**src/rtl/seg_split_pkg.sv**
```systemverilog
package seg_split_pkg;

  typedef enum logic [2:0] {
    OP_RD_W2  = 3'd0,
    OP_WR_W2  = 3'd1,
    OP_RD_W4  = 3'd2,
    OP_WR_W4  = 3'd3,
    OP_RD_BST = 3'd4,
    OP_WR_BST = 3'd5
  } seg_op_e;

  typedef enum logic [1:0] {
    ST_IDLE  = 2'd0,
    ST_ISSUE = 2'd1,
    ST_WAIT  = 2'd2
  } split_state_e;

endpackage

```
**src/rtl/seg_req_check.sv**
```systemverilog
module seg_req_check #(
  parameter int ADDR_W = 32,
  parameter int LEN_W  = 16
) (
  input  logic              is_write,
  input  logic [ADDR_W-1:0] addr,
  input  logic [LEN_W-1:0]  len,
  output logic              bad,
  output logic [LEN_W:0]    eff_len
);

  logic pad;

  always_comb begin
    // Reads need even address and length; writes need an even address only.
    bad     = addr[0] | (~is_write & len[0]);
    pad     = is_write & len[0];
    eff_len = {1'b0, len} + {{LEN_W{1'b0}}, pad};
  end

endmodule

```
**src/rtl/seg_cmd_select.sv**
```systemverilog
module seg_cmd_select
  import seg_split_pkg::*;
#(
  parameter int REM_W     = 17,
  parameter int MAX_BURST = 240,
  parameter int SLW       = 8
) (
  input  logic             is_write,
  input  logic [2:0]       align,
  input  logic [REM_W-1:0] remain,
  output logic [2:0]       op,
  output logic [SLW-1:0]   len
);

  localparam logic [REM_W-1:0] CAP      = REM_W'(MAX_BURST);
  localparam logic [REM_W-1:0] WORD_MSK = ~REM_W'(7);

  logic [REM_W-1:0] burst_raw;
  logic [2:0]       base_op;

  always_comb begin
    burst_raw = remain & WORD_MSK;
    if (align == 3'd2 || align == 3'd6 || remain == REM_W'(2)) begin
      base_op = OP_RD_W2;
      len     = SLW'(2);
    end else if (align == 3'd4 || remain <= REM_W'(6)) begin
      base_op = OP_RD_W4;
      len     = SLW'(4);
    end else begin
      base_op = OP_RD_BST;
      len     = (burst_raw > CAP) ? SLW'(MAX_BURST) : burst_raw[SLW-1:0];
    end
    op = base_op + {2'b00, is_write};
  end

endmodule

```
**src/rtl/seg_ctrl.sv**
```systemverilog
module seg_ctrl
  import seg_split_pkg::*;
#(
  parameter int ADDR_W    = 32,
  parameter int REM_W     = 17,
  parameter int SLW       = 8,
  parameter int MAX_BURST = 240
) (
  input  logic              clk,
  input  logic              rst_n,
  input  logic              req_valid,
  input  logic              req_write,
  input  logic [ADDR_W-1:0] req_addr,
  input  logic              req_bad,
  input  logic [REM_W-1:0]  req_eff_len,
  input  logic              seg_ready,
  input  logic              seg_done,
  input  logic [2:0]        sel_op,
  input  logic [SLW-1:0]    sel_len,
  output logic              wr_q,
  output logic [ADDR_W-1:0] cur_addr_q,
  output logic [REM_W-1:0]  remain_q,
  output logic              seg_valid,
  output logic              busy,
  output logic              err_q,
  output logic              done_q
);

  split_state_e      state_q, state_n;
  logic [ADDR_W-1:0] cur_addr_n;
  logic [REM_W-1:0]  remain_n;
  logic              wr_n, err_n, done_n;
  logic              load_en, step_en;
  logic [REM_W-1:0]  len_ext;

  assign len_ext   = REM_W'(sel_len);
  assign seg_valid = (state_q == ST_ISSUE);
  assign busy      = (state_q != ST_IDLE);

  always_comb begin
    state_n    = state_q;
    err_n      = 1'b0;
    done_n     = 1'b0;
    load_en    = 1'b0;
    step_en    = 1'b0;
    cur_addr_n = cur_addr_q;
    remain_n   = remain_q;
    wr_n       = wr_q;
    unique case (state_q)
      ST_IDLE: begin
        if (req_valid) begin
          if (req_bad) begin
            err_n = 1'b1;
          end else if (req_eff_len == '0) begin
            done_n = 1'b1;
          end else begin
            load_en = 1'b1;
            state_n = ST_ISSUE;
          end
        end
      end
      ST_ISSUE: begin
        if (seg_ready) state_n = ST_WAIT;
      end
      ST_WAIT: begin
        if (seg_done) begin
          step_en = 1'b1;
          if (remain_q == len_ext) begin
            state_n = ST_IDLE;
            done_n  = 1'b1;
          end else begin
            state_n = ST_ISSUE;
          end
        end
      end
      default: state_n = ST_IDLE;
    endcase
    if (load_en) begin
      cur_addr_n = req_addr;
      remain_n   = req_eff_len;
      wr_n       = req_write;
    end else if (step_en) begin
      cur_addr_n = cur_addr_q + ADDR_W'(sel_len);
      remain_n   = remain_q - len_ext;
    end
  end

  always_ff @(posedge clk or negedge rst_n) begin
    if (!rst_n) begin
      state_q    <= ST_IDLE;
      err_q      <= 1'b0;
      done_q     <= 1'b0;
      cur_addr_q <= '0;
      remain_q   <= '0;
      wr_q       <= 1'b0;
    end else begin
      state_q <= state_n;
      err_q   <= err_n;
      done_q  <= done_n;
      if (load_en || step_en) begin
        cur_addr_q <= cur_addr_n;
        remain_q   <= remain_n;
        wr_q       <= wr_n;
      end
    end
  end

  assert_seg_aligned_R11: assert property (@(posedge clk) disable iff (!rst_n)
    seg_valid |-> ((sel_len == SLW'(2)) ? (cur_addr_q[0] == 1'b0) :
                   (sel_len == SLW'(4)) ? (cur_addr_q[1:0] == 2'b00) :
                                          (cur_addr_q[2:0] == 3'b000)));

  assert_len_fits_R3: assert property (@(posedge clk) disable iff (!rst_n)
    seg_valid |-> (len_ext <= remain_q) && (sel_len != '0) &&
                  (sel_len <= SLW'(MAX_BURST)));

  assert_op_dir_R4: assert property (@(posedge clk) disable iff (!rst_n)
    seg_valid |-> (sel_op[0] == wr_q) && (sel_op <= 3'd5));

  assert_hold_stall_R10: assert property (@(posedge clk) disable iff (!rst_n)
    seg_valid && !seg_ready |=> seg_valid && $stable(cur_addr_q) &&
                                $stable(sel_op) && $stable(sel_len));

  assert_wait_done_R7: assert property (@(posedge clk) disable iff (!rst_n)
    (state_q == ST_WAIT) && !seg_done |=> !seg_valid);

  assert_err_quiet_R5: assert property (@(posedge clk) disable iff (!rst_n)
    err_q |-> !busy && !seg_valid && !done_q);

endmodule

```
**src/rtl/xfer_seg_splitter.sv**
```systemverilog
module xfer_seg_splitter
  import seg_split_pkg::*;
#(
  parameter int ADDR_W    = 32,
  parameter int LEN_W     = 16,
  parameter int MAX_BURST = 240,
  parameter int SLW       = 8
) (
  input  logic              clk,
  input  logic              rst_n,
  input  logic              req_valid,
  input  logic              req_write,
  input  logic [ADDR_W-1:0] req_addr,
  input  logic [LEN_W-1:0]  req_len,
  output logic              busy,
  output logic              req_err,
  output logic              req_done,
  output logic              seg_valid,
  input  logic              seg_ready,
  output logic [2:0]        seg_op,
  output logic [ADDR_W-1:0] seg_addr,
  output logic [SLW-1:0]    seg_len,
  input  logic              seg_done
);

  localparam int REM_W = LEN_W + 1;

  logic              bad;
  logic [REM_W-1:0]  eff_len;
  logic              wr_q;
  logic [ADDR_W-1:0] cur_addr_q;
  logic [REM_W-1:0]  remain_q;
  logic [2:0]        sel_op;
  logic [SLW-1:0]    sel_len;

  seg_req_check #(.ADDR_W(ADDR_W), .LEN_W(LEN_W)) u_check (
    .is_write (req_write),
    .addr     (req_addr),
    .len      (req_len),
    .bad      (bad),
    .eff_len  (eff_len)
  );

  seg_cmd_select #(.REM_W(REM_W), .MAX_BURST(MAX_BURST), .SLW(SLW)) u_select (
    .is_write (wr_q),
    .align    (cur_addr_q[2:0]),
    .remain   (remain_q),
    .op       (sel_op),
    .len      (sel_len)
  );

  seg_ctrl #(.ADDR_W(ADDR_W), .REM_W(REM_W), .SLW(SLW), .MAX_BURST(MAX_BURST)) u_ctrl (
    .clk         (clk),
    .rst_n       (rst_n),
    .req_valid   (req_valid),
    .req_write   (req_write),
    .req_addr    (req_addr),
    .req_bad     (bad),
    .req_eff_len (eff_len),
    .seg_ready   (seg_ready),
    .seg_done    (seg_done),
    .sel_op      (sel_op),
    .sel_len     (sel_len),
    .wr_q        (wr_q),
    .cur_addr_q  (cur_addr_q),
    .remain_q    (remain_q),
    .seg_valid   (seg_valid),
    .busy        (busy),
    .err_q       (req_err),
    .done_q      (req_done)
  );

  assign seg_op   = sel_op;
  assign seg_addr = cur_addr_q;
  assign seg_len  = sel_len;

endmodule

```
**config.mk**
```make
export PLATFORM = sky130hd
export DESIGN_NAME = xfer_seg_splitter
export DESIGN_NICKNAME = d
export VERILOG_FILES = /design/src/rtl/seg_split_pkg.sv /design/src/rtl/seg_req_check.sv /design/src/rtl/seg_cmd_select.sv /design/src/rtl/seg_ctrl.sv /design/src/rtl/xfer_seg_splitter.sv
export SDC_FILE = /design/constraint.sdc
export NUM_CORES = 1
export LEC_CHECK = 0
export BUFFER_PORTS_ARGS = -buffer_cell sky130_fd_sc_hd__buf_2
export CELL_PAD_IN_SITES_DETAIL_PLACEMENT = 1
export CELL_PAD_IN_SITES_GLOBAL_PLACEMENT = 2
export CORE_ASPECT_RATIO = 1.2
export CORE_MARGIN = 2
export CORE_UTILIZATION = 34
export CTS_CLUSTER_SIZE = 28
export DETAILED_ROUTE_END_ITERATION = 6
export GPL_ROUTABILITY_DRIVEN = 0
export GPL_TIMING_DRIVEN = 0
export PLACE_DENSITY = 0.9
export SLEW_MARGIN = 10
export SYNTH_ARGS = -nofsm -noshare
export SYNTH_HDL_FRONTEND = slang
export SYNTH_SLANG_ARGS = --single-unit
```
**constraint.sdc**
```tcl
create_clock -name clk -period 11.9 [get_ports clk]
set_input_delay 2.975 -clock clk [delete_from_list [all_inputs] [get_ports clk]]
set_output_delay 2.975 -clock clk [all_outputs]
set_load 0.05 [all_outputs]
```
## Word-level counts from Yosys, hierarchy flattened

Cells that the tools add are included.

- Equal/unequal tests: 12
- Bitwise operators: 4
- Muxes and demuxes: 31
- Magnitude comparators: 2
- Add/sub/neg operators: 4
- Reduce and logical (&&, ||, !) cells: 11

Operator list:

| cell | number |
|---|---|
| 32-bit two-way mux | 2 |
| 17-bit two-way mux | 2 |
| 32-bit by 8-bit adder with 32-bit output | 1 |
| 8-bit two-way mux | 3 |
| 16-bit by 1-bit adder with 17-bit output | 1 |
| 17-bit by 2-bit == test with 1-bit output (second input constant) | 1 |
| 17-bit by 8-bit == test with 1-bit output | 1 |
| 17-bit by 8-bit greater-than comparator with 1-bit output (second input constant) | 1 |
| 17-bit by 3-bit <= comparator with 1-bit output (second input constant) | 1 |
| 17-bit logical NOT | 1 |
| 17-bit by 8-bit subtractor with 17-bit output | 1 |
| 1-bit two-way mux | 15 |
| 2-bit two-way mux | 5 |
| 2-bit != test (second input constant) | 4 |
| 3-bit == test (second input constant) | 2 |
| 3-bit two-way mux | 2 |
| 2-bit one-hot mux with 3 select lines | 1 |
| 5-bit AND reduction | 1 |
| 1-bit logical OR | 4 |
| 2-bit AND reduction | 2 |
| 2-bit nonzero test | 2 |
| 3-bit by 1-bit adder with 3-bit output | 1 |
| 3-bit by 2-bit == test with 1-bit output (second input constant) | 1 |
| 1-bit AND | 2 |
| 7 further kinds | 7 |

- Flip-flop bits (word level): 54
- Bits of input ports: 54
- Output and inout bits: 47
- Logic and storage cells: 70

## Depth between registers and ports, before layout

Gate-level depths: netlist of run 1.

- Depth after elaboration: 9
- Gate-level depth with buffers: 17
- Gate-level depth less buffers: 15

## Cells and area by module

A second synthesis of run 1 with hierarchy kept.

- Cells, all modules: 498
- Area total of the unflattened synthesis: 4145.2 sq um

Modules (own cells, without submodules):

| module | sequential area each (sq um) | area an instance (sq um) | cells an instance | times used |
|---|---|---|---|---|
| seg_ctrl | 1351.3 | 3649.8 | 420 | 1 |
| seg_req_check | 0.0 | 310.3 | 44 | 1 |
| seg_cmd_select | 0.0 | 185.2 | 34 | 1 |

## Worst setup path before layout of run 1

No wires, ideal clock.

- Path type: reg-to-output
- Start: reg u_ctrl.remain_q[12]
- End: out seg_op[1]
- Path slack: 5.252 ns
- Path buffers: 1
- Stages on the path, launching flop included: 9
- Arrival: 3.673 ns
- Data required time: 8.925 ns
- Path through: dfrtp_1 > or3_1 > or4_1 > or3_1 > nor3_1 > nand3_1 > o21ai_0 > a21oi_1 > buf_4

- Longest elaborated chain between the ends: 5
- Elaborated cells on any way between the ends: 7
- Those cells by class: 1 x add/sub; 1 x order compare; 1 x eq/ne; 2 x mux; 2 x reduce/logical

Ends and longest elaborated chain:

| element | line | RTL |
|---|---|---|
| start: declaration | seg_ctrl.sv:22 | `output logic [REM_W-1:0] remain_q,` |
| start signal: assignment | seg_ctrl.sv:102 | `remain_q <= remain_n;` |
| 17-bit by 3-bit <= comparator with 1-bit output | seg_cmd_select.sv:26 | `end else if (align == 3'd4 \|\| remain <= REM_W'(6)) begin` |
| 1-bit logical OR | seg_cmd_select.sv:26 |  |
| 3-bit two-way mux | seg_cmd_select.sv:26 |  |
| 3-bit two-way mux (*) | seg_cmd_select.sv:23 | `if (align == 3'd2 \|\| align == 3'd6 \|\| remain == REM_W'(2)) begin` |
| 3-bit by 1-bit adder with 3-bit output (*) | seg_cmd_select.sv:33 | `op = base_op + {2'b00, is_write};` |
| end: declaration | xfer_seg_splitter.sv:20 | `output logic [2:0] seg_op,` |

Mark *: on every way between the ends. The rest lies on a longest branch, timed or not.

## Worst setup path after layout of run 1

Same ends and word-level chain as after synthesis.

==> impl_metrics.tcl, run 1 <==
set metrics [dict create \
    status "complete, no violations" \
    grt_first_pass_wirelength_microns 20300 \
    synth_top_area_cell "dfrtp_1" \
    syn_area_per_cell_sq_um 8.48 \
    cts_tree "built" \
    synth_cells 472 \
    clk_transition_reported_paths_ns 0.08 \
    combPwrFrac 0.622 \
    skew_ns 0.00688 \
    first_pass_iters 4 \
    cp-end-kind "output pin" \
    drt_iter0_drc 120 \
    reg2reg_slack_ns 6.79 \
    cts-root-buf "clkbuf_16" \
    drv_slew 0 \
    utilization 0.419 \
    hold_end "u_ctrl.wr_q$_DFFE_PN0P_" \
    synth_commonest_cells "dfrtp_1, nand2_1, o21ai_0, nor2_1, xnor2_1" \
    p_per_area_nw_per_um2 286 \
    postRouteAntennaNets 0 \
    yosys_warnings 0 \
    rows 43 \
    cts_resized 0 \
    grt_use_met2 0.385 \
    diodes 0 \
    synth_fp_nets 543 \
    fp.dieH_microns 123 \
    period_share 0.545 \
    pwr-share-clk 0.113 \
    core_area_sq_um 11500 \
    numClockSinks 54 \
    drive_above_1_share 0.226 \
    grt_start_max_net_pins 55 \
    worstPathArrival_ns 3.51 \
    nets 645 \
    max_freq_mhz 154 \
    grt-ovfl-total 0 \
    ys_seq_elements 54 \
    r2r_cells 14 \
    cts_hold_buf 0 \
    grt_util_met3 0.0273 \
    viasPerCell 5.33 \
    grtUsageMet1 0.243 \
    fin_total_pwr_w 0.00138 \
    relSlewSlack 0.221 \
    tightestPinTransition_ns 1.15 \
    dieArea_sq_um 12700 \
    worstPathRequired_ns 8.93 \
    intPower_w 0.000626 \
    grt_pass1_vias 4115 \
    cp_max_fo 5 \
    start_util 0.348 \
    post_cts_buffers 0 \
    hold_depth 1 \
    port_buffers 95 \
    dp_hpwl_microns 9790 \
    drt-wirelength-per-cell_microns 17.2 \
    layout_min_cycle_time_ns 6.49 \
    clkLatencyLatePin_ns 0.30 \
    grt_use_total 0.206 \
    busiest_layer "met2" \
    ios 101 \
    reg2reg_to "u_ctrl.remain_q[13]$_DFFE_PN0P_" \
    synth-edff-count 0 \
    htree_levels 2 \
    p_switching_w 0.000755 \
    antenna_found_initial 0 \
    fillCellCount 1453 \
    hold_violations 0 \
    rsz0062_at_grt "no" \
    synthDistinctLibCells 55 \
    hold_class "reg2reg" \
    numCtsBuffers 5 \
    wl_microns 12600 \
    synth_area_sq_um 4000 \
    area_delta_synth_final_pct 20.6 \
    synth_ff_type "dfrtp_1" \
    irDropWorstVdd_uv 76.6 \
    ys_seq_area_frac 0.338 \
    chipWidth_microns 103 \
    hp-start "u_ctrl.wr_q$_DFFE_PN0P_" \
    switching_share 0.547 \
    r2r-start "u_ctrl.remain_q[12]$_DFFE_PN0P_" \
    start_kind "register" \
    maxCapViolCount 0 \
    async_flop_share 1.00 \
    finalSetupViolCount 0 \
    fin_tns_setup_ns 0 \
    synth.most_common_cell "dfrtp_1" \
    clk_path_buf_depth 2 \
    synth_area_leaders "dfrtp_1, xnor2_1, o21ai_0, ha_1, xor2_1" \
    place_ws_ns 5.73 \
    seqPwrFrac 0.265 \
    drc_errors 0 \
    leakagePower_nw 2.07 \
    vias 3898 \
    layout_setup_ws_ns 5.41 \
    synth_top_area_share 0.338 \
    crit_type "reg2out" \
]
==> layout by cell type, fill, tap and decap left out, drive strengths merged, types with 2 or more instances in the layout <==
| master | count |
|---|---|
| a211oi | 5 |
| and2 | 4 |
| a21o | 5 |
| dfrtp | 54 |
| nor3 | 19 |
| o311ai | 2 |
| and3 | 11 |
| buf | 107 |
| or2 | 6 |
| nand2b | 5 |
| mux2i | 7 |
| o21a | 9 |
| fa | 2 |
| o21ai | 40 |
| nor4 | 7 |
| a22oi | 2 |
| xor2 | 21 |
| nand3 | 26 |
| a21oi | 21 |
| inv | 12 |
| nor2b | 7 |
| nand2 | 44 |
| clkbuf | 20 |
| mux2 | 7 |
| xnor2 | 29 |
| or4 | 3 |
| a31oi | 3 |
| nand4 | 11 |
| nor2 | 33 |
| nand3b | 4 |
| or3 | 6 |
| ha | 15 |
| o31ai | 5 |
| o211ai | 2 |
| a21boi | 2 |
| and4 | 2 |
| a2bb2oi | 2 |
| nand4b | 4 |
==> worst max path at each step <==
stage | start | endpoint | slack, ns
after global routing | u_ctrl.remain_q[12]$_DFFE_PN0P_ | seg_op[1] | 5.22
after CTS | u_ctrl.remain_q[12]$_DFFE_PN0P_ | seg_op[1] | 5.39
after floorplan | u_ctrl.remain_q[12]$_DFFE_PN0P_ | seg_op[1] | 5.25
final | u_ctrl.remain_q[12]$_DFFE_PN0P_ | seg_op[1] | 5.41
after detailed placement | u_ctrl.remain_q[12]$_DFFE_PN0P_ | seg_op[1] | 5.73
after global placement | u_ctrl.remain_q[12]$_DFFE_PN0P_ | seg_op[1] | 5.77
==> area by class of cell <==
| class | count | area, sq um | share of cell area |
|---|---|---|---|
| Clock buffer | 5 | 125 | 0.0259 |
| Clock inverter | 3 | 25.0 | 0.00518 |
| Tap cell | 157 | 196 | 0.0407 |
| Buffer | 27 | 135 | 0.0280 |
| Sequential cell | 54 | 1350 | 0.280 |
| Timing Repair Buffer | 95 | 478 | 0.0990 |
| Multi-Input combinational cell | 380 | 2480 | 0.513 |
| Inverter | 11 | 41.3 | 0.00855 |
==> power groups by stage <==
| stage | clock network, W | registers, W | logic, W |
|---|---|---|---|
| floorplan | 0 | 0.000521 | 0.000479 |
| global placement | 0 | 0.000361 | 0.000839 |
| detailed placement | 0 | 0.000368 | 0.000859 |
| CTS | 0.000159 | 0.000365 | 0.000865 |
| global route | 0.000168 | 0.000379 | 0.000938 |
| finish | 0.000156 | 0.000367 | 0.000859 |
==> logic make-up (layout without fill, tap and decap cells) <==
group / count (synthesis) / in the layout / synth area share
adders and majority gates: 17 / 17 / 0.0569
xor gates and xnor gates: 50 / 50 / 0.109
other: 1 / 1 / 0.000937
AOI/OAI and AO/OA: 105 / 105 / 0.166
and+or+nand+nor: 193 / 193 / 0.248
buffers and inverters: 38 / 141 / 0.0441
muxes: 14 / 14 / 0.0372
DFF: 54 / 54 / 0.338
==> state kept, by name, summed over array words and instances, names as in the netlist <==
register           flops
u_ctrl.wr_q            1
u_ctrl.remain_q       17
u_ctrl.cur_addr_q     32
u_ctrl.done_q          1
u_ctrl.err_q           1
u_ctrl.state_q         2
==> through the flow <==
step / hold slack (ns) / instance area (sq um) / cells
6_report: 0.523 / 4830 / 732
5_1_grt: 0.543 / 4830 / 732
4_1_cts: 0.531 / 4830 / 732
3_5_place_dp: 0.510 / 4680 / 724
3_3_place_gp: 0.495 / 4680 / 724
2_1_floorplan: 0.480 / 4000 / 472
==> critical path: stages (launching register included) <==
cell     delay [ns]
dfrtp_1        0.41
or3_1          0.43
or4_1          0.50
or3_1          0.39
nor3_1         0.32
nand3_1        0.11
o21ai_0        0.30
a21oi_1        0.32
buf_4          0.23
buf_2          0.20
==> metal layers <==
| metal | share of wire | vias up |
|---|---|---|
| met4 | 0.018 | 0 |
| li1 | - | 1885 |
| met1 | 0.43 | 1906 |
| met5 | 0 | - |
| met2 | 0.52 | 91 |
| met3 | 0.040 | 16 |
Power figures use the tool's default switching activity.
==> run 2: changes to the inputs <==
- CORE_UTILIZATION: 34 -> 28
- PLACE_DENSITY: 0.9 -> 0.79
- clock period: 11.9 -> 5.3 ns (I/O delays scaled with it)
==> impl_metrics.tcl, run 2 (same netlist as run 1, synthesis figures left out) <==
set metrics [dict create \
    dp_hpwl_microns 10100 \
    hold_class "reg2reg" \
    vias 3847 \
    skew_ns 0.00894 \
    period_share 0.918 \
    maxCapViolCount 0 \
    grt-ovfl-total 0 \
    grt_first_pass_wirelength_microns 21200 \
    most-common-layout-cells "buf_2, dfrtp_1, nand2_1, o21ai_0, nor2_1" \
    status "finished with violations" \
    drc_errors 10 \
    irDropWorstVdd_uv 135 \
    final_common_cell "buf_2" \
    core_area_sq_um 13900 \
    start_kind "register" \
    drive_above_1_share 0.226 \
    post_cts_buffers 0 \
    htree_levels 2 \
    drt-wirelength-per-cell_microns 17.5 \
    layout.cells.non_filler 745 \
    drv_slew 0 \
    fp.dieH_microns 135 \
    ios 101 \
    dp_cells 738 \
    start_util 0.288 \
    postRouteAntennaNets 0 \
    place_ws_ns 0.231 \
    utilization 0.351 \
    wl_microns 13000 \
    cts_hold_buf 0 \
    largest_reg_flops 32 \
    antenna_found_initial 0 \
    drt_iter0_drc 175 \
    chipWidth_microns 113 \
    layout_setup_ws_ns 0.435 \
    numClockSinks 54 \
    layout_min_cycle_time_ns 4.87 \
    diodes 0 \
    nets 644 \
    relSlewSlack 0.487 \
    p_per_area_nw_per_um2 647 \
    tightestPinTransition_ns 0.757 \
    crit_type "reg2reg" \
    area_delta_synth_final_pct 21.5 \
    dieArea_sq_um 15300 \
    fin_tns_setup_ns 0 \
    clk_path_buf_depth 2 \
    cts-root-buf "clkbuf_16" \
    worstPathArrival_ns 5.06 \
    max_freq_mhz 206 \
    grt_use_total 0.173 \
    grt_start_max_net_pins 55 \
    numCtsBuffers 5 \
    first_pass_iters 6 \
    clkLatencyLatePin_ns 0.30 \
    worstPathRequired_ns 5.50 \
    cts_tree "built" \
    largestRegisters "u_ctrl.cur_addr_q: 32 flops, u_ctrl.remain_q: 17 flops, u_ctrl.state_q: 2 flops" \
    violations "DRC" \
    port_buffers 95 \
    cp-end-kind "register" \
    clk_transition_reported_paths_ns 0.08 \
    top_register "u_ctrl.cur_addr_q" \
    finalSetupViolCount 0 \
    rows 47 \
    grt_pass1_vias 4163 \
    hold_violations 0 \
    cts_resized 0 \
    fillCellCount 1710 \
    viasPerCell 5.16 \
    rsz0062_at_grt "no" \
    leakagePower_nw 2.08 \
    cp_max_fo 6 \
]
-- run 2: cell count changes in the layout (fill, tap and decap cells not counted) --
cell,change
o311ai_1,+1
inv_6,-1
o311ai_0,-1
inv_8,+1
bufinv_16,+1
o21ai_1,+1
clkbuf_1,-1
o21ai_0,-1
clkinv_4,-1
-- run 2: final cells by class --
| type | instances | area, sq um | area share |
|---|---|---|---|
| multi-input cells | 380 | 2480 | 0.509 |
| flip-flops and latches | 54 | 1350 | 0.278 |
| repair buffers | 95 | 478 | 0.0982 |
| well taps | 171 | 214 | 0.0440 |
| plain buffers | 26 | 131 | 0.0270 |
| clock buffers | 5 | 125 | 0.0257 |
| clock inverters | 3 | 48.8 | 0.0100 |
| inverters | 11 | 41.3 | 0.00849 |
-- run 2: stage by stage --
| step | instance area, sq um | hold slack (ns) | power (W) |
|---|---|---|---|
| after floorplan | 4000 | 0.480 | 0.00225 |
| after global placement | 4690 | 0.498 | 0.00271 |
| after detailed placement | 4700 | 0.510 | 0.00276 |
| after CTS | 4870 | 0.526 | 0.00317 |
| after global routing | 4870 | 0.543 | 0.00339 |
| final | 4870 | 0.519 | 0.00315 |
-- run 2: routing by layer --
metal | track usage | share of wire
met5 | 0 | 0
met4 | 0.0515 | 0.020
met3 | 0.0220 | 0.043
met2 | 0.316 | 0.50
met1 | 0.212 | 0.44
-- run 2: power breakdown --
part,total [W],internal (W),switching [W]
combinational,0.00193,0.000629,0.00130
clock,0.000395,0.000227,0.000168
sequential,0.000821,0.000596,0.000224
total,0.00315,0.00145,0.00170
-- run 2: worst max-delay path, stage by stage, from the launching register on --
cell and delay (ns):
dfrtp_1 0.41, or3_1 0.43, or4_1 0.51, or3_1 0.37, nor3_1 0.29, nand2_1 0.14
a21oi_1 0.56, ha_1 0.36, a21o_1 0.17, a221oi_1 0.34, a21oi_1 0.18, and2_1 0.16
clkbuf_1 0.20, and3_1 0.25, xor2_1 0.13, mux2_2 0.26
-- run 2: final timing paths --
path	from	to	slack (ns)	cells past startpoint
hold / removal	u_ctrl.remain_q[15]$_DFFE_PN0P_	u_ctrl.remain_q[15]$_DFFE_PN0P_	0.52	1
setup / recovery	u_ctrl.remain_q[12]$_DFFE_PN0P_	u_ctrl.cur_addr_q[16]$_DFFE_PN0P_	0.43	15
max in group asynchronous	rst_n	u_ctrl.done_q$_DFF_PN0_	3.73	1
min in group asynchronous	rst_n	u_ctrl.cur_addr_q[7]$_DFFE_PN0P_	1.07	1
hold reg to reg	u_ctrl.remain_q[15]$_DFFE_PN0P_	u_ctrl.remain_q[15]$_DFFE_PN0P_	0.52	1
setup reg to reg	u_ctrl.remain_q[12]$_DFFE_PN0P_	u_ctrl.cur_addr_q[16]$_DFFE_PN0P_	0.43	15
==> run 3: changes to the inputs <==
- ABC_AREA: default -> 1
- CORE_UTILIZATION: 28 -> 27
- PLACE_DENSITY: 0.79 -> 0.81
==> impl_metrics.tcl, run 3 <==
set metrics [dict create \
    grt_first_pass_wirelength_microns 27900 \
    ys_seq_area_frac 0.287 \
    post_cts_buffers 0 \
    drc_errors 0 \
    period_share 0.794 \
    intPower_w 0.00151 \
    drive_above_1_share 0.162 \
    cts_tree "built" \
    viasPerCell 4.88 \
    numClockSinks 54 \
    cts-root-buf "clkbuf_16" \
    switching_share 0.578 \
    postRouteAntennaNets 0 \
    status "complete, no violations" \
    ios 101 \
    fin_area_sq_um 5650 \
    core_area_sq_um 17000 \
    fp.dieH_microns 149 \
    combPwrFrac 0.645 \
    irDropWorstVdd_uv 167 \
    grt_use_total 0.186 \
    crit_type "reg2reg" \
    maxCapViolCount 0 \
    synth_commonest_cells "nand2_1, nand3_1, inv_1, nor2_1, dfrtp_1" \
    synthDistinctLibCells 41 \
    cp_max_fo 7 \
    pwr-share-clk 0.112 \
    rsz0062_at_grt "no" \
    synth_top_area_share 0.287 \
    worstPathArrival_ns 4.40 \
    start_kind "register" \
    largestRegisters "u_ctrl.cur_addr_q: 32 flops, u_ctrl.remain_q: 17 flops, u_ctrl.state_q: 2 flops" \
    busiest_layer "met2" \
    syn_area_per_cell_sq_um 6.38 \
    grtUsageMet1 0.240 \
    drt-wirelength-per-cell_microns 16.1 \
    nets 916 \
    port_buffers 99 \
    drt_iter0_drc 231 \
    cts_resized 0 \
    start_util 0.278 \
    utilization 0.333 \
    grt-ovfl-total 0 \
    diodes 0 \
    placed_area_sq_um 5480 \
    p_switching_w 0.00207 \
    top_register "u_ctrl.cur_addr_q" \
    synth_top_area_cell "dfrtp_1" \
    clk_path_buf_depth 2 \
    dp_cells 1054 \
    numCtsBuffers 5 \
    synth_cells 739 \
    synth_area_sq_um 4710 \
    skew_ns 0.0107 \
    seqPwrFrac 0.243 \
    drv_slew 0 \
    layout_min_cycle_time_ns 4.21 \
    dp_hpwl_microns 13500 \
    most-common-layout-cells "nand2_1, nand3_1, buf_2, inv_1, nor2_1" \
    synth.most_common_cell "nand2_1" \
    finalSetupViolCount 0 \
    fillCellCount 2253 \
    relSlewSlack 0.413 \
    grt_util_met3 0.0161 \
    synth_ff_type "dfrtp_1" \
    dieArea_sq_um 18500 \
    largest_reg_flops 32 \
    grt_start_max_net_pins 55 \
    vias 5178 \
    rows 52 \
    yosys_warnings 0 \
    antenna_found_initial 0 \
    chipWidth_microns 125 \
    cp-end-kind "register" \
    leakagePower_nw 2.85 \
    synth_area_leaders "dfrtp_1, nand2_1, nand3_1, inv_1, nor2_1" \
    cts_hold_buf 0 \
    hold_violations 0 \
    htree_levels 2 \
    final_common_cell "nand2_1" \
    grt_pass1_vias 5314 \
    grt_use_met2 0.342 \
    p_per_area_nw_per_um2 633 \
    fin_tns_setup_ns 0 \
    ys_seq_elements 54 \
    worstPathRequired_ns 5.49 \
    first_pass_iters 6 \
    synth_fp_nets 810 \
    synth-edff-count 0 \
    wl_microns 17100 \
    max_freq_mhz 238 \
    tightestPinTransition_ns 0.872 \
    area_delta_synth_final_pct 20.0 \
    clk_transition_reported_paths_ns 0.08 \
    hold_class "reg2reg" \
    async_flop_share 1.00 \
    layout.cells.non_filler 1062 \
    clkLatencyLatePin_ns 0.31 \
]
==> run 3: cell types whose count changed in the layout (fill, tap and decap cells not counted), moves of 10 or more <==
cell / delta
a21oi_1: -12
o21ai_0: -22
xnor2_1: -22
nand3_1: +108
nand2_1: +180
nor2_1: +29
and3_1: -10
inv_1: +70
==> run 3: cell families after synthesis <==
| logic type | synth area share |
|---|---|
| AND/OR/NAND/NOR | 0.464 |
| buffers and inverters | 0.0974 |
| flip-flops | 0.287 |
| AO/OA/AOI/OAI | 0.0565 |
| XOR/XNOR | 0.0465 |
| adder cells (fa/ha/maj) | 0.0483 |
| other | 0.000796 |
==> run 3: worst max-delay path, cell delays in order, from the launching register on <==
cell	delay, ns
dfrtp_1	0.42
inv_1	0.14
nand2_1	0.10
nor4_1	0.73
a22oi_1	0.19
inv_1	0.19
nor2_1	0.14
o21ai_0	0.15
inv_1	0.12
ha_1	0.34
a21oi_1	0.20
a21boi_0	0.52
o21ai_1	0.33
or2_2	0.35
nand3_1	0.07
nand3_1	0.09
==> run 3: stage by stage <==
| stage | total power, W | hold slack [ns] | setup WS [ns] |
|---|---|---|---|
| CTS | 0.00362 | 0.541 | 1.05 |
| global placement | 0.00317 | 0.494 | 1.11 |
| detailed placement | 0.00320 | 0.520 | 1.07 |
| finish | 0.00358 | 0.527 | 1.09 |
| floorplan | 0.00257 | 0.460 | 0.874 |
| global route | 0.00390 | 0.573 | 0.700 |
==> run 3: layout make-up <==
| class | count | area [sq um] | area share |
|---|---|---|---|
| Multi-Input combinational cell | 578 | 2900 | 0.513 |
| Sequential cell | 54 | 1350 | 0.239 |
| Timing Repair Buffer | 99 | 498 | 0.0881 |
| Inverter | 84 | 318 | 0.0562 |
| Tap cell | 216 | 270 | 0.0478 |
| Buffer | 23 | 141 | 0.0250 |
| Clock buffer | 5 | 125 | 0.0221 |
| Clock inverter | 3 | 47.5 | 0.00841 |
==> run 3: worst paths after layout <==
check / start / to / slack (ns) / depth (start not counted)
worst max-delay path: u_ctrl.remain_q[8]$_DFFE_PN0P_ / u_ctrl.cur_addr_q[14]$_DFFE_PN0P_ / 1.09 / 15
worst min-delay path: u_ctrl.wr_q$_DFFE_PN0P_ / u_ctrl.wr_q$_DFFE_PN0P_ / 0.53 / 2
worst min register to register: u_ctrl.wr_q$_DFFE_PN0P_ / u_ctrl.wr_q$_DFFE_PN0P_ / 0.53 / 2
min in group asynchronous: rst_n / u_ctrl.cur_addr_q[13]$_DFFE_PN0P_ / 1.09 / 1
worst max register to register: u_ctrl.remain_q[8]$_DFFE_PN0P_ / u_ctrl.cur_addr_q[14]$_DFFE_PN0P_ / 1.09 / 15
max in group asynchronous: rst_n / u_ctrl.remain_q[0]$_DFFE_PN0P_ / 3.72 / 1
==> run 3: power by group through the flow <==
| stage | Clock, W | Sequential [W] | Combinational (W) |
|---|---|---|---|
| after floorplan | 0 | 0.00118 | 0.00139 |
| after global placement | 0 | 0.000875 | 0.00230 |
| after detailed placement | 0 | 0.000878 | 0.00232 |
| after CTS | 0.000414 | 0.000870 | 0.00233 |
| after global routing | 0.000429 | 0.000909 | 0.00256 |
| final | 0.000402 | 0.000870 | 0.00231 |
==> run 3: per-layer routing <==
metal / vias to the layer above / share of wire
met5: - / 0
met4: 0 / 0.0055
met3: 4 / 0.028
met2: 87 / 0.51
met1: 2453 / 0.46
li1: 2634 / -
